### src/rtl/flag_pkg.sv
package flag_pkg;
  typedef enum logic [1:0] {
    OP_ADD = 2'b00,
    OP_SUB = 2'b01,
    OP_CMP = 2'b10,
    OP_TST = 2'b11
  } op_t;

  localparam int FL_N = 3;
  localparam int FL_Z = 2;
  localparam int FL_V = 1;
  localparam int FL_C = 0;
  localparam int FL_W = 4;
endpackage

### src/rtl/addsub_core.sv
module addsub_core #(
  parameter int W = 8
) (
  input  logic [W-1:0] a,
  input  logic [W-1:0] b,
  input  logic         sub,
  output logic [W-1:0] sum,
  output logic         c_into_msb,
  output logic         c_out
);
  localparam int LO = W - 1;

  logic [LO-1:0] b_lo;
  logic          b_hi;
  logic [LO:0]   lo_sum;
  logic [1:0]    hi_sum;

  always_comb begin
    b_lo   = sub ? ~b[LO-1:0] : b[LO-1:0];
    b_hi   = sub ? ~b[W-1] : b[W-1];
    lo_sum = {1'b0, a[LO-1:0]} + {1'b0, b_lo} + {{LO{1'b0}}, sub};
    c_into_msb = lo_sum[LO];
    hi_sum = {1'b0, a[W-1]} + {1'b0, b_hi} + {1'b0, c_into_msb};
    sum    = {hi_sum[0], lo_sum[LO-1:0]};
    c_out  = hi_sum[1];
  end
endmodule

### src/rtl/cond_eval.sv
module cond_eval
  import flag_pkg::*;
(
  input  logic [FL_W-1:0] fl,
  input  logic [2:0]      cond,
  output logic            taken
);
  logic base;

  always_comb begin
    unique case (cond[2:1])
      2'd0:    base = fl[FL_Z];
      2'd1:    base = fl[FL_C];
      2'd2:    base = ~fl[FL_N];
      default: base = fl[FL_V];
    endcase
    taken = cond[0] ? ~base : base;
  end
endmodule

### src/rtl/alu_flag_unit.sv
module alu_flag_unit
  import flag_pkg::*;
#(
  parameter int W = 8
) (
  input  logic         clk,
  input  logic         rst,
  input  logic [W-1:0] a_in,
  input  logic [W-1:0] b_in,
  input  logic [1:0]   op_sel,
  input  logic         flag_en,
  input  logic [2:0]   cond_sel,
  output logic [W-1:0] result,
  output logic         wr_strobe,
  output logic [3:0]   flags,
  output logic         br_taken
);
  op_t             op;
  logic [W-1:0]    sum;
  logic            c_msb;
  logic            c_out;
  logic [W-1:0]    val;
  logic            arith;
  logic            writes;
  logic [FL_W-1:0] fl_next;
  logic [FL_W-1:0] fl_q;
  logic [W-1:0]    res_q;
  logic            wr_q;

  assign op = op_t'(op_sel);

  addsub_core #(.W(W)) u_core (
    .a          (a_in),
    .b          (b_in),
    .sub        (op != OP_ADD),
    .sum        (sum),
    .c_into_msb (c_msb),
    .c_out      (c_out)
  );

  always_comb begin
    arith  = (op != OP_TST);
    writes = (op == OP_ADD) || (op == OP_SUB);
    val    = arith ? sum : (a_in & b_in);
    fl_next[FL_N] = val[W-1];
    fl_next[FL_Z] = (val == '0);
    fl_next[FL_V] = arith & (c_msb ^ c_out);
    fl_next[FL_C] = arith & c_out;
  end

  always_ff @(posedge clk) begin
    if (rst) begin
      fl_q  <= '0;
      res_q <= '0;
      wr_q  <= 1'b0;
    end else begin
      if (flag_en) fl_q <= fl_next;
      if (writes)  res_q <= sum;
      wr_q <= writes;
    end
  end

  cond_eval u_cond (
    .fl    (fl_q),
    .cond  (cond_sel),
    .taken (br_taken)
  );

  assign result    = res_q;
  assign wr_strobe = wr_q;
  assign flags     = fl_q;
endmodule

### config.mk
export PLATFORM = sky130hd
export DESIGN_NAME = alu_flag_unit
export DESIGN_NICKNAME = d
export VERILOG_FILES = /design/src/rtl/flag_pkg.sv /design/src/rtl/addsub_core.sv /design/src/rtl/cond_eval.sv /design/src/rtl/alu_flag_unit.sv
export SDC_FILE = /design/constraint.sdc
export NUM_CORES = 1
export LEC_CHECK = 0
export BUFFER_PORTS_ARGS = -buffer_cell sky130_fd_sc_hd__buf_2
export CELL_PAD_IN_SITES_DETAIL_PLACEMENT = 0
export CELL_PAD_IN_SITES_GLOBAL_PLACEMENT = 2
export CORE_UTILIZATION = 27
export CTS_CLUSTER_SIZE = 12
export DETAILED_ROUTE_END_ITERATION = 8
export PLACE_DENSITY = 0.87
export SYNTH_ARGS = -nofsm -noshare
export SYNTH_HDL_FRONTEND = slang
export SYNTH_SLANG_ARGS = --single-unit
### constraint.sdc
create_clock -name clk -period 3.5 [get_ports clk]
set_clock_uncertainty 0.2 [all_clocks]
set_input_delay 0.175 -clock clk [delete_from_list [all_inputs] [get_ports clk]]
set_output_delay 0.175 -clock clk [all_outputs]
set_load 0.1 [all_outputs]
==> metrics, run 1 <==
fin util 0.371; critical path's top delay family compound AO/OA/AOI/OAI gates; Worst Hold Class primary input to flip-flop; Final ANT Viol Nets 0; final hold vios 0; Crit path largest cell delay approximately 480 ps; io pins 38; post-detail-place hpwl between 2000 and 2500 µm; overall power around 640 µW; startpoint types primary input; Tmin final roughly 3000 ps; layout cells sized above 1 0.281; Max Root-Sink Buffers 2; register area share after synthesis 0.256; WL per Instance roughly 12 µm; final setup violating endpoints 0; CP Cell Sequence buf_2 -> nor2_1 -> xnor2_1 -> ha_1 -> a21o_1 -> a211oi_1 -> o2bb2ai_2 -> fa_1 -> a21oi_1 -> nor2b_1 -> a22oi_1 -> nor2_1; Post-Synthesis Cell Area 1020 µm²; initial antenna violation count 0; Max VDD drop between 0.0002 and 0.00025 V; gpl congestion about 0.82; Vias 978; Die Area between 4000 and 5000 µm²; later-pin clock latency in the skew report 240 ps; fillers 385; Syn. warnings 0; cell-internal power 338 µW; H-Tree Depth 1; first-pass GRT wire length around 4400 µm; sequential power share 0.273; Combinational Power Share 0.519; row cnt 21; # resized after CTS 0; Net Switching between 200 and 300 µW; status completed; RSZ-0062 raised after global routing false; commonest non-fill, non-tap cell in the layout buf_2; Tcrit/Tclk final 0.854; DRC viols 0; Total Neg Setup Slack 0 ps; worst path bufs/invs 1; Clock Root Buffer clkbuf_8; Clk pwr share 0.208; # diodes 0; Distinct cells, synth 38; number of vias per cell around 4.7; f_max 334 MHz; Post-synth EDFFs 0; Worst-Margin Slew 493 ps; Critical Path Most Common Cell nor2_1; CTS tree built; effective utilization at floorplan 0.294; number of global-route vias before repair 990; Setup Fix Bufs, Post-CTS 0; Slew Viols, Final 0; syn_area_per_cell around 8.3 µm²; Die W around 63 µm; CP Data Required Time 3430 ps; most frequent cells in the layout buf_2 (37), nor2_1 (21), dfxtp_1 (13); Port-buffer cells 37; FF+latch count, synth 13; slowest stage cell on the critical path fa_1; clk slew on worst S/H paths approximately 50 ps; sw frac 0.468; number of nets in the layout 194; Main synth FF type dfxtp_1; Post-synth ARST share 0; Setup CP Type primary input to flip-flop; GR Util All Layers 0.139; Area Growth Syn to Fin 26.3%; Crit Path Max Fanout 17; max_cap viols 0; Worst slew margin 0.673; Core ar. between 3000 and 4000 µm²; first-pass detailed-route iteration total 4; hold-fix buffers at CTS 0; CTS Buf Count 3; largest net degree at the start of global routing 18; nature of the critical path endpoint flip-flop; Syn Nets between 150 and 200; worst endpoint data arrival time between 2000 and 3000 ps; Synth Instances about 120; Routed WL around 2600 µm; clock sinks 13; drt initial violations 60; Overflow after GRT 0; pwr/cell area just under 500 nW/µm²; P_leak 0.000614 µW; die span in y between 60 and 70 µm
[Yosys cell counts (all sizes together), types with 2 or more instances]
cell / n / share of area
clkbuf: 3 / 0.011
dfxtp: 13 / 0.26
a21oi: 11 / 0.054
a21o: 2 / 0.015
nor3b: 3 / 0.022
a31oi: 2 / 0.012
inv: 7 / 0.026
nand2: 6 / 0.022
xnor2: 6 / 0.052
fa: 2 / 0.039
ha: 7 / 0.086
o21ai: 3 / 0.015
buf: 2 / 0.016
a311oi: 2 / 0.023
a22oi: 2 / 0.015
o21a: 2 / 0.015
xor2: 5 / 0.043
nor3: 2 / 0.0098
nor2b: 2 / 0.012
nor2: 21 / 0.077
mux2i: 3 / 0.029
nand2b: 3 / 0.018
[flip-flops by register name (all words and copies together), names as in the netlist]
register / flops
flags: 4
result: 8
wr_strobe: 1
[routing by layer]
metal  up-vias  GRT usage  share of wire
li1        511          -              -
met1       437      0.187           0.50
met2        25      0.214           0.43
met3         5     0.0272          0.051
met4         0     0.0597          0.017
met5         -          0              0
[power by group through the flow]
stage,Clock [µW],Combinational (µW),Sequential [µW]
final,132,330,173
after global routing,142,356,175
after CTS,134,331,173
after detailed placement,0,329,176
after global placement,0,326,176
after floorplan,0,150,291
[worst min-delay path, cell delays in order]
cell and delay, ps:
buf_2 140, nor2_1 100, nor3_1 50
[through the flow]
step / hold slack [ps] / std cells / area [µm²] / setup slack, ps
after global placement: 274 / 202 / 1240 / 337
after detailed placement: 277 / 202 / 1240 / 250
final: 76.9 / 206 / 1290 / 510
after CTS: 66.2 / 206 / 1290 / 480
after global routing: 115 / 206 / 1290 / 227
after floorplan: 137 / 123 / 1020 / 178
[worst paths after layout]
| path | start | to | slack (ps) | cells after the start |
|---|---|---|---|---|
| worst min register to register | result[2] | result[2] | 280 | 2 |
| worst min-delay path | flag_en | flags[3] | 80 | 3 |
| worst max-delay path | op_sel[1] | flags[2] | 510 | 12 |
| worst max register to register | flags[2] | flags[2] | 2300 | 5 |
[kinds of logic (layout without fill, tap and decap cells)]
kind of cell | Yosys count | count (layout) | synth area share
muxes | 5 | 5 | 0.0627
DFF | 13 | 13 | 0.256
buffers and inverters | 12 | 49 | 0.0528
adders and majority gates | 9 | 9 | 0.125
xor gates and xnor gates | 11 | 11 | 0.0946
and+or+nand+nor | 44 | 44 | 0.211
AOI/OAI and AO/OA | 29 | 29 | 0.198
[area by class of cell]
cell class | instances | area [µm²] | share of cell area
Tap cell | 46 | 57.6 | 0.0447
Multi-Input combinational cell | 98 | 704 | 0.548
Clock buffer | 4 | 45.0 | 0.0350
Inverter | 7 | 26.3 | 0.0204
Timing Repair Buffer | 38 | 193 | 0.150
Sequential cell | 13 | 260 | 0.202
Note: power is estimated with default switching activity, not from simulation.
==> run 2: changes to the inputs <==
--- a/config.mk
+++ b/config.mk
@@ -11,7 +11,7 @@
 export CORE_UTILIZATION = 27
 export CTS_CLUSTER_SIZE = 12
 export DETAILED_ROUTE_END_ITERATION = 8
-export PLACE_DENSITY = 0.87
+export PLACE_DENSITY = 0.83
 export SYNTH_ARGS = -nofsm -noshare
 export SYNTH_HDL_FRONTEND = slang
 export SYNTH_SLANG_ARGS = --single-unit
==> constraint.sdc (replaced) <==
create_clock -name clk -period 3.5 [get_ports clk]
set_clock_uncertainty 0.2 [all_clocks]
set_input_delay 0.175 -clock clk [delete_from_list [all_inputs] [get_ports clk]]
set_output_delay 0.175 -clock clk [all_outputs]
set_load 0.05 [all_outputs]
==> run 2 against run 1 <==
Fmax increased by 1.9%. Clock-buffer cell count decreased by 1. Power decreased by 11%. Design area about the same. Core utilization about the same. Critical endpoint unchanged. Highest routed layer unchanged.
==> metrics, run 2 (synthesis gave the netlist of run 1 again) <==
hold-fix buffers at CTS 0 (unchanged); WL per Instance 11.6 µm (-6.7%); hold depth 3 (unchanged); drt initial violations 59 (-1.7%); Die W 63.4 µm (unchanged); CP Data Required Time 3430 ps (about the same); DRC viols 0 (unchanged); Port-buffer cells 37 (unchanged); CTS tree built; Clock Root Buffer clkbuf_8; slowest stage cell on the critical path fa_1; RSZ-0062 raised after global routing false; Total Neg Setup Slack 0 ps (unchanged); max_cap viols 0 (unchanged); Slew Viols, Final 0 (unchanged); initial antenna violation count 0 (unchanged); fin util 0.371 (about the same); Die Area 4020 µm² (unchanged); Tcrit/Tclk final 0.838 (-0.0159); Crit Path Max Fanout 17 (unchanged); row cnt 21 (unchanged); Core ar. 3470 µm² (unchanged); Routed WL 2400 µm (-6.7%); die span in y 63.4 µm (unchanged); final cell count without fillers 206 (unchanged); later-pin clock latency in the skew report 240 ps (about the same); Vias 1007 (+3.0%); effective utilization at floorplan 0.294 (unchanged); first-pass GRT wire length 4010 µm (-8.4%); number of nets in the layout 194 (unchanged); Crit. Startpoint op_sel[1]; io pins 38 (unchanged); Worst slew margin 0.692 (+0.0185); R2R Path Start flags[2]; pre-CTS setup slack 296 ps (+45.8 ps); nature of the critical path endpoint flip-flop; Final ANT Viol Nets 0 (unchanged); # resized after CTS 0 (unchanged); Critical Path Most Common Cell nor2_1; commonest non-fill, non-tap cell in the layout buf_2; f_max 341 MHz (+1.9%); cell-internal power 337 µW (-0.41%); Setup CP Type primary input to flip-flop; Clk pwr share 0.233 (+0.025); overall power 566 µW (-11%); post-detail-place hpwl 1980 µm (-4.5%); CP Cell Sequence buf_2 -> nor2_1 -> xnor2_1 -> ha_1 -> a21o_1 -> a41o_1 -> nand4_1 -> o2bb2ai_2 -> fa_1 -> a21oi_1 -> nor2b_1 -> a22oi_1 -> nor2_1; layout cells sized above 1 0.288 (+0.00625); worst reg2reg path depth 5 (unchanged); Placed Instances 202 (unchanged); worst endpoint data arrival time 2870 ps (-50 ps); final hold vios 0 (unchanged); Net Switching 229 µW (-23%); CTS Buf Count 3 (unchanged); clk slew on worst S/H paths 50 ps (about the same); P_leak 0.000617 µW (+0.44%); Crit path largest cell delay 480 ps (about the same); startpoint types primary input; GR Util All Layers 0.124 (-0.0147); Max VDD drop 0.000240 V (+6.0%); pwr/cell area 439 nW/µm² (-11%); H-Tree Depth 1 (unchanged); most frequent cells in the layout buf_2 (37), nor2_1 (21), dfxtp_1 (13); number of global-route vias before repair 924 (-6.7%); max reg flops 8 (unchanged); clock sinks 13 (unchanged); Setup Fix Bufs, Post-CTS 0 (unchanged); sequential power share 0.305 (+0.032); Combinational Power Share 0.462 (-0.057); largest net degree at the start of global routing 18 (unchanged); Area Growth Syn to Fin 26.4% (about the same); Worst Hold Class primary input to flip-flop; Max Root-Sink Buffers 2 (unchanged); number of vias per cell 4.89 (+3.0%); status completed; final setup violating endpoints 0 (unchanged); sw frac 0.405 (-0.0630); Tmin final 2930 ps (-55.6 ps); Worst Hold Launch flag_en; gpl congestion 0.835 (+1.2%); first-pass detailed-route iteration total 4 (unchanged); Overflow after GRT 0 (unchanged); final worst slack 566 ps (+55.6 ps); # diodes 0 (unchanged); Worst-Margin Slew 459 ps (-34.2 ps)
[run 2: path summary, 6_finish.rpt]
| path | slack (ps) | endpoint |
|---|---|---|
| worst max-delay path | 570 | flags[2] |
| worst min-delay path | 50 | flags[3] |
| worst max register to register | 2310 | flags[2] |
| worst min register to register | 290 | result[2] |
[run 2: stage by stage]
| step | area, µm² | hold slack (ps) |
|---|---|---|
| global placement | 1240 | 274 |
| global route | 1290 | 49.9 |
| CTS | 1290 | 50.9 |
| detailed placement | 1240 | 278 |
| floorplan | 1020 | 137 |
| finish | 1290 | 47.7 |
[run 2: layer usage]
metal,track usage,vias up,routed length [µm]
met4,0.0284,0,11
met2,0.197,31,1040
met1,0.162,462,1180
met3,0.0417,3,163
li1,-,511,-
met5,0,-,0
[run 2: critical path, delay by kind of cell]
| family | cells | cell delay, ps |
|---|---|---|
| simple gates | 4 | 650 |
| fa+ha+maj | 2 | 780 |
| buf+inv | 1 | 200 |
| compound gates | 5 | 870 |
| xor+xnor | 1 | 180 |
[run 2: final cells by class]
class / instances / area (µm²)
fillers: 391 / 2180
multi-input cells: 98 / 704
flip-flops and latches: 13 / 260
repair buffers: 38 / 193
well taps: 46 / 57.6
clock buffers: 3 / 41.3
inverters: 7 / 26.3
clock inverters: 1 / 5.00
[run 2: power by group through the flow]
stage / clock network, µW / logic (µW) / registers [µW]
3_3_place_gp: 0 / 260 / 175
5_1_grt: 146 / 286 / 174
2_1_floorplan: 0 / 142 / 231
4_1_cts: 136 / 263 / 173
6_report: 132 / 261 / 172
3_5_place_dp: 0 / 261 / 176
==> run 3: changes to the inputs <==
--- a/config.mk
+++ b/config.mk
@@ -8,10 +8,10 @@
 export BUFFER_PORTS_ARGS = -buffer_cell sky130_fd_sc_hd__buf_2
 export CELL_PAD_IN_SITES_DETAIL_PLACEMENT = 0
 export CELL_PAD_IN_SITES_GLOBAL_PLACEMENT = 2
-export CORE_UTILIZATION = 27
+export CORE_UTILIZATION = 24
 export CTS_CLUSTER_SIZE = 12
 export DETAILED_ROUTE_END_ITERATION = 8
-export PLACE_DENSITY = 0.83
+export PLACE_DENSITY = 0.78
 export SYNTH_ARGS = -nofsm -noshare
 export SYNTH_HDL_FRONTEND = slang
 export SYNTH_SLANG_ARGS = --single-unit
==> constraint.sdc (replaced) <==
create_clock -name clk -period 2.5 [get_ports clk]
set_clock_uncertainty 0.2 [all_clocks]
set_input_delay 0.125 -clock clk [delete_from_list [all_inputs] [get_ports clk]]
set_output_delay 0.125 -clock clk [all_outputs]
set_load 0.05 [all_outputs]
==> run 3 against run 2 <==
Clock power grew 39%. Non-clock buffer count grew 18. Wire length grew 13%. Flip-flop and latch count is the same. Final cell count grew 11%. Critical path depth is the same. Core utilization shrank 0.41 points. Combinational power grew 72%. Design area grew 15%. Clock-buffer cell count is the same. First-iteration DRC count shrank 10%. Critical endpoint unchanged.
==> metrics, run 3 (synthesis gave the netlist of run 1 again) <==
status completed; Multi-input gate area 736 µm² (+4.4%); CTS tree built; clock sinks 13 (unchanged); initial antenna violation count 0 (unchanged); die span in y 67.1 µm (+5.9%); max reg flops 8 (unchanged); overall power 874 µW (+55%); largest net degree at the start of global routing 18 (unchanged); Routed WL 2710 µm (+13%); GR Util All Layers 0.117 (-0.00699); # diodes 0 (unchanged); number of nets in the layout 212 (+9.3%); Reg area 260 µm² (unchanged); CTS Buf Count 3 (unchanged); f_max roughly 420 MHz; final hold vios 0 (unchanged); fillers 437 (+12%); hold depth 3 (unchanged); Worst-Margin Slew 308 ps (-151 ps); clk slew on worst S/H paths 60 ps (about the same); Tmin final ~2400 ps; worst endpoint data arrival time 2340 ps (-530 ps); Final ANT Viol Nets 0 (unchanged); Core ar. 4030 µm² (+16%); startpoint types primary input; number of global-route vias before repair 974 (+5.4%); hold-fix buffers at CTS 0 (unchanged); RSZ-0062 raised after global routing true; Setup CP Type primary input to flip-flop; fin util 0.367 (-0.00413); max_cap viols 0 (unchanged); io pins 38 (unchanged); Port-buffer cells 37 (unchanged); first-pass GRT wire length 4120 µm (+2.8%); gpl congestion 0.894 (+7.1%); Crit Path Max Fanout 4 (-13); nature of the critical path endpoint flip-flop; final setup violating endpoints 0 (unchanged); later-pin clock latency in the skew report 240 ps (about the same); layout cells sized above 1 0.399 (+0.111); CP Data Required Time 2430 ps (-1000 ps); Max Root-Sink Buffers 2 (unchanged); Area Growth Syn to Fin 45.2%; final worst slack 92.6 ps (-473 ps); WL per Instance 11.9 µm (+2.1%); pwr/cell area 591 nW/µm² (+35%); Worst slew margin 0.794 (+0.102); row cnt 23 (+9.5%); most frequent cells in the layout buf_2 (35), nor2_1 (19), buf_4 (17); Finished Cell Area 1480 µm² (+15%); H-Tree Depth 1 (unchanged); Overflow after GRT 0 (unchanged); Slew Viols, Final 0 (unchanged); number of vias per cell 4.67 (-4.4%); Vias 1065 (+5.8%); Die Area 4510 µm² (+12%); effective utilization at floorplan 0.253 (-0.0409); Tcrit/Tclk final 0.963; worst reg2reg path depth 5 (unchanged); drt initial violations 53 (-10%); DRC viols 0 (unchanged); post-detail-place hpwl 2200 µm (+11%); Die W 67.1 µm (+5.9%); first-pass detailed-route iteration total 4 (unchanged); Worst Hold Class primary input to flip-flop; Clock Root Buffer clkbuf_8; P_leak 0.000718 µW (+16%); Max VDD drop 0.000291 V (+21%); pre-CTS setup slack -214 ps (-510 ps); commonest non-fill, non-tap cell in the layout buf_2; Post-DP Area 1360 µm² (+9.5%)
[run 3: changes by cell type in the layout (fill, tap and decap cells not counted), moves of 2 or more]
cell | previous run | this run
buf_4 | 1 | 17
buf_2 | 37 | 35
nor2_1 | 21 | 19
buf_6 | 0 | 4
[run 3: what timing repair did]
action	4_1_cts	5_1_grt
setup endpoints to repair	0	4
buffers inserted	0	5
resized for setup	0	12
[run 3: critical path: stages]
cell and delay, ps:
buf_6 100, nor2_4 160, xnor2_1 100, ha_1 330
a21o_1 160, a41o_1 230, nand4_1 110, o2bb2ai_2 140
fa_1 450, a21oi_2 170, nor2b_2 60, a22oi_1 160
nor2_1 50
[run 3: final cells by class]
type,count,area share
clock buffers,3,0.0279
clock inverters,1,0.00338
inverters,7,0.0178
multi-input cells,98,0.497
flip-flops and latches,13,0.176
well taps,50,0.0423
repair buffers,56,0.235
[run 3: through the flow]
| step | TNS, ps | std cells | hold slack (ps) |
|---|---|---|---|
| after floorplan | -169 | 123 | 94.5 |
| after global placement | -335 | 220 | 268 |
| after detailed placement | -574 | 220 | 272 |
| after CTS | 0 | 224 | 22.4 |
| after global routing | -39.2 | 228 | 46.5 |
| final | 0 | 228 | 15.1 |
[run 3: metal layers]
metal,global-route usage,wire [µm],vias to the layer above,share of wire
met5,0,0,-,0
met4,0.0133,0,0,0
met3,0.0220,106,0,0.039
met2,0.194,1260,28,0.46
met1,0.162,1340,488,0.50
li1,-,-,549,-
[run 3: worst paths after layout]
kind | slack (ps) | startpoint | end
worst min-delay path | 20 | flag_en | flags[3]
worst max-delay path | 90 | op_sel[1] | flags[2]
worst max register to register | 1310 | flags[2] | flags[2]
worst min register to register | 280 | result[1] | result[1]
[run 3: where the power goes]
| group | internal, µW | total, µW | switching [µW] |
|---|---|---|---|
| Sequential | 230 | 241 | 11.1 |
| Combinational | 192 | 448 | 256 |
| Clock | 110 | 184 | 74.4 |
| Total | 532 | 874 | 342 |
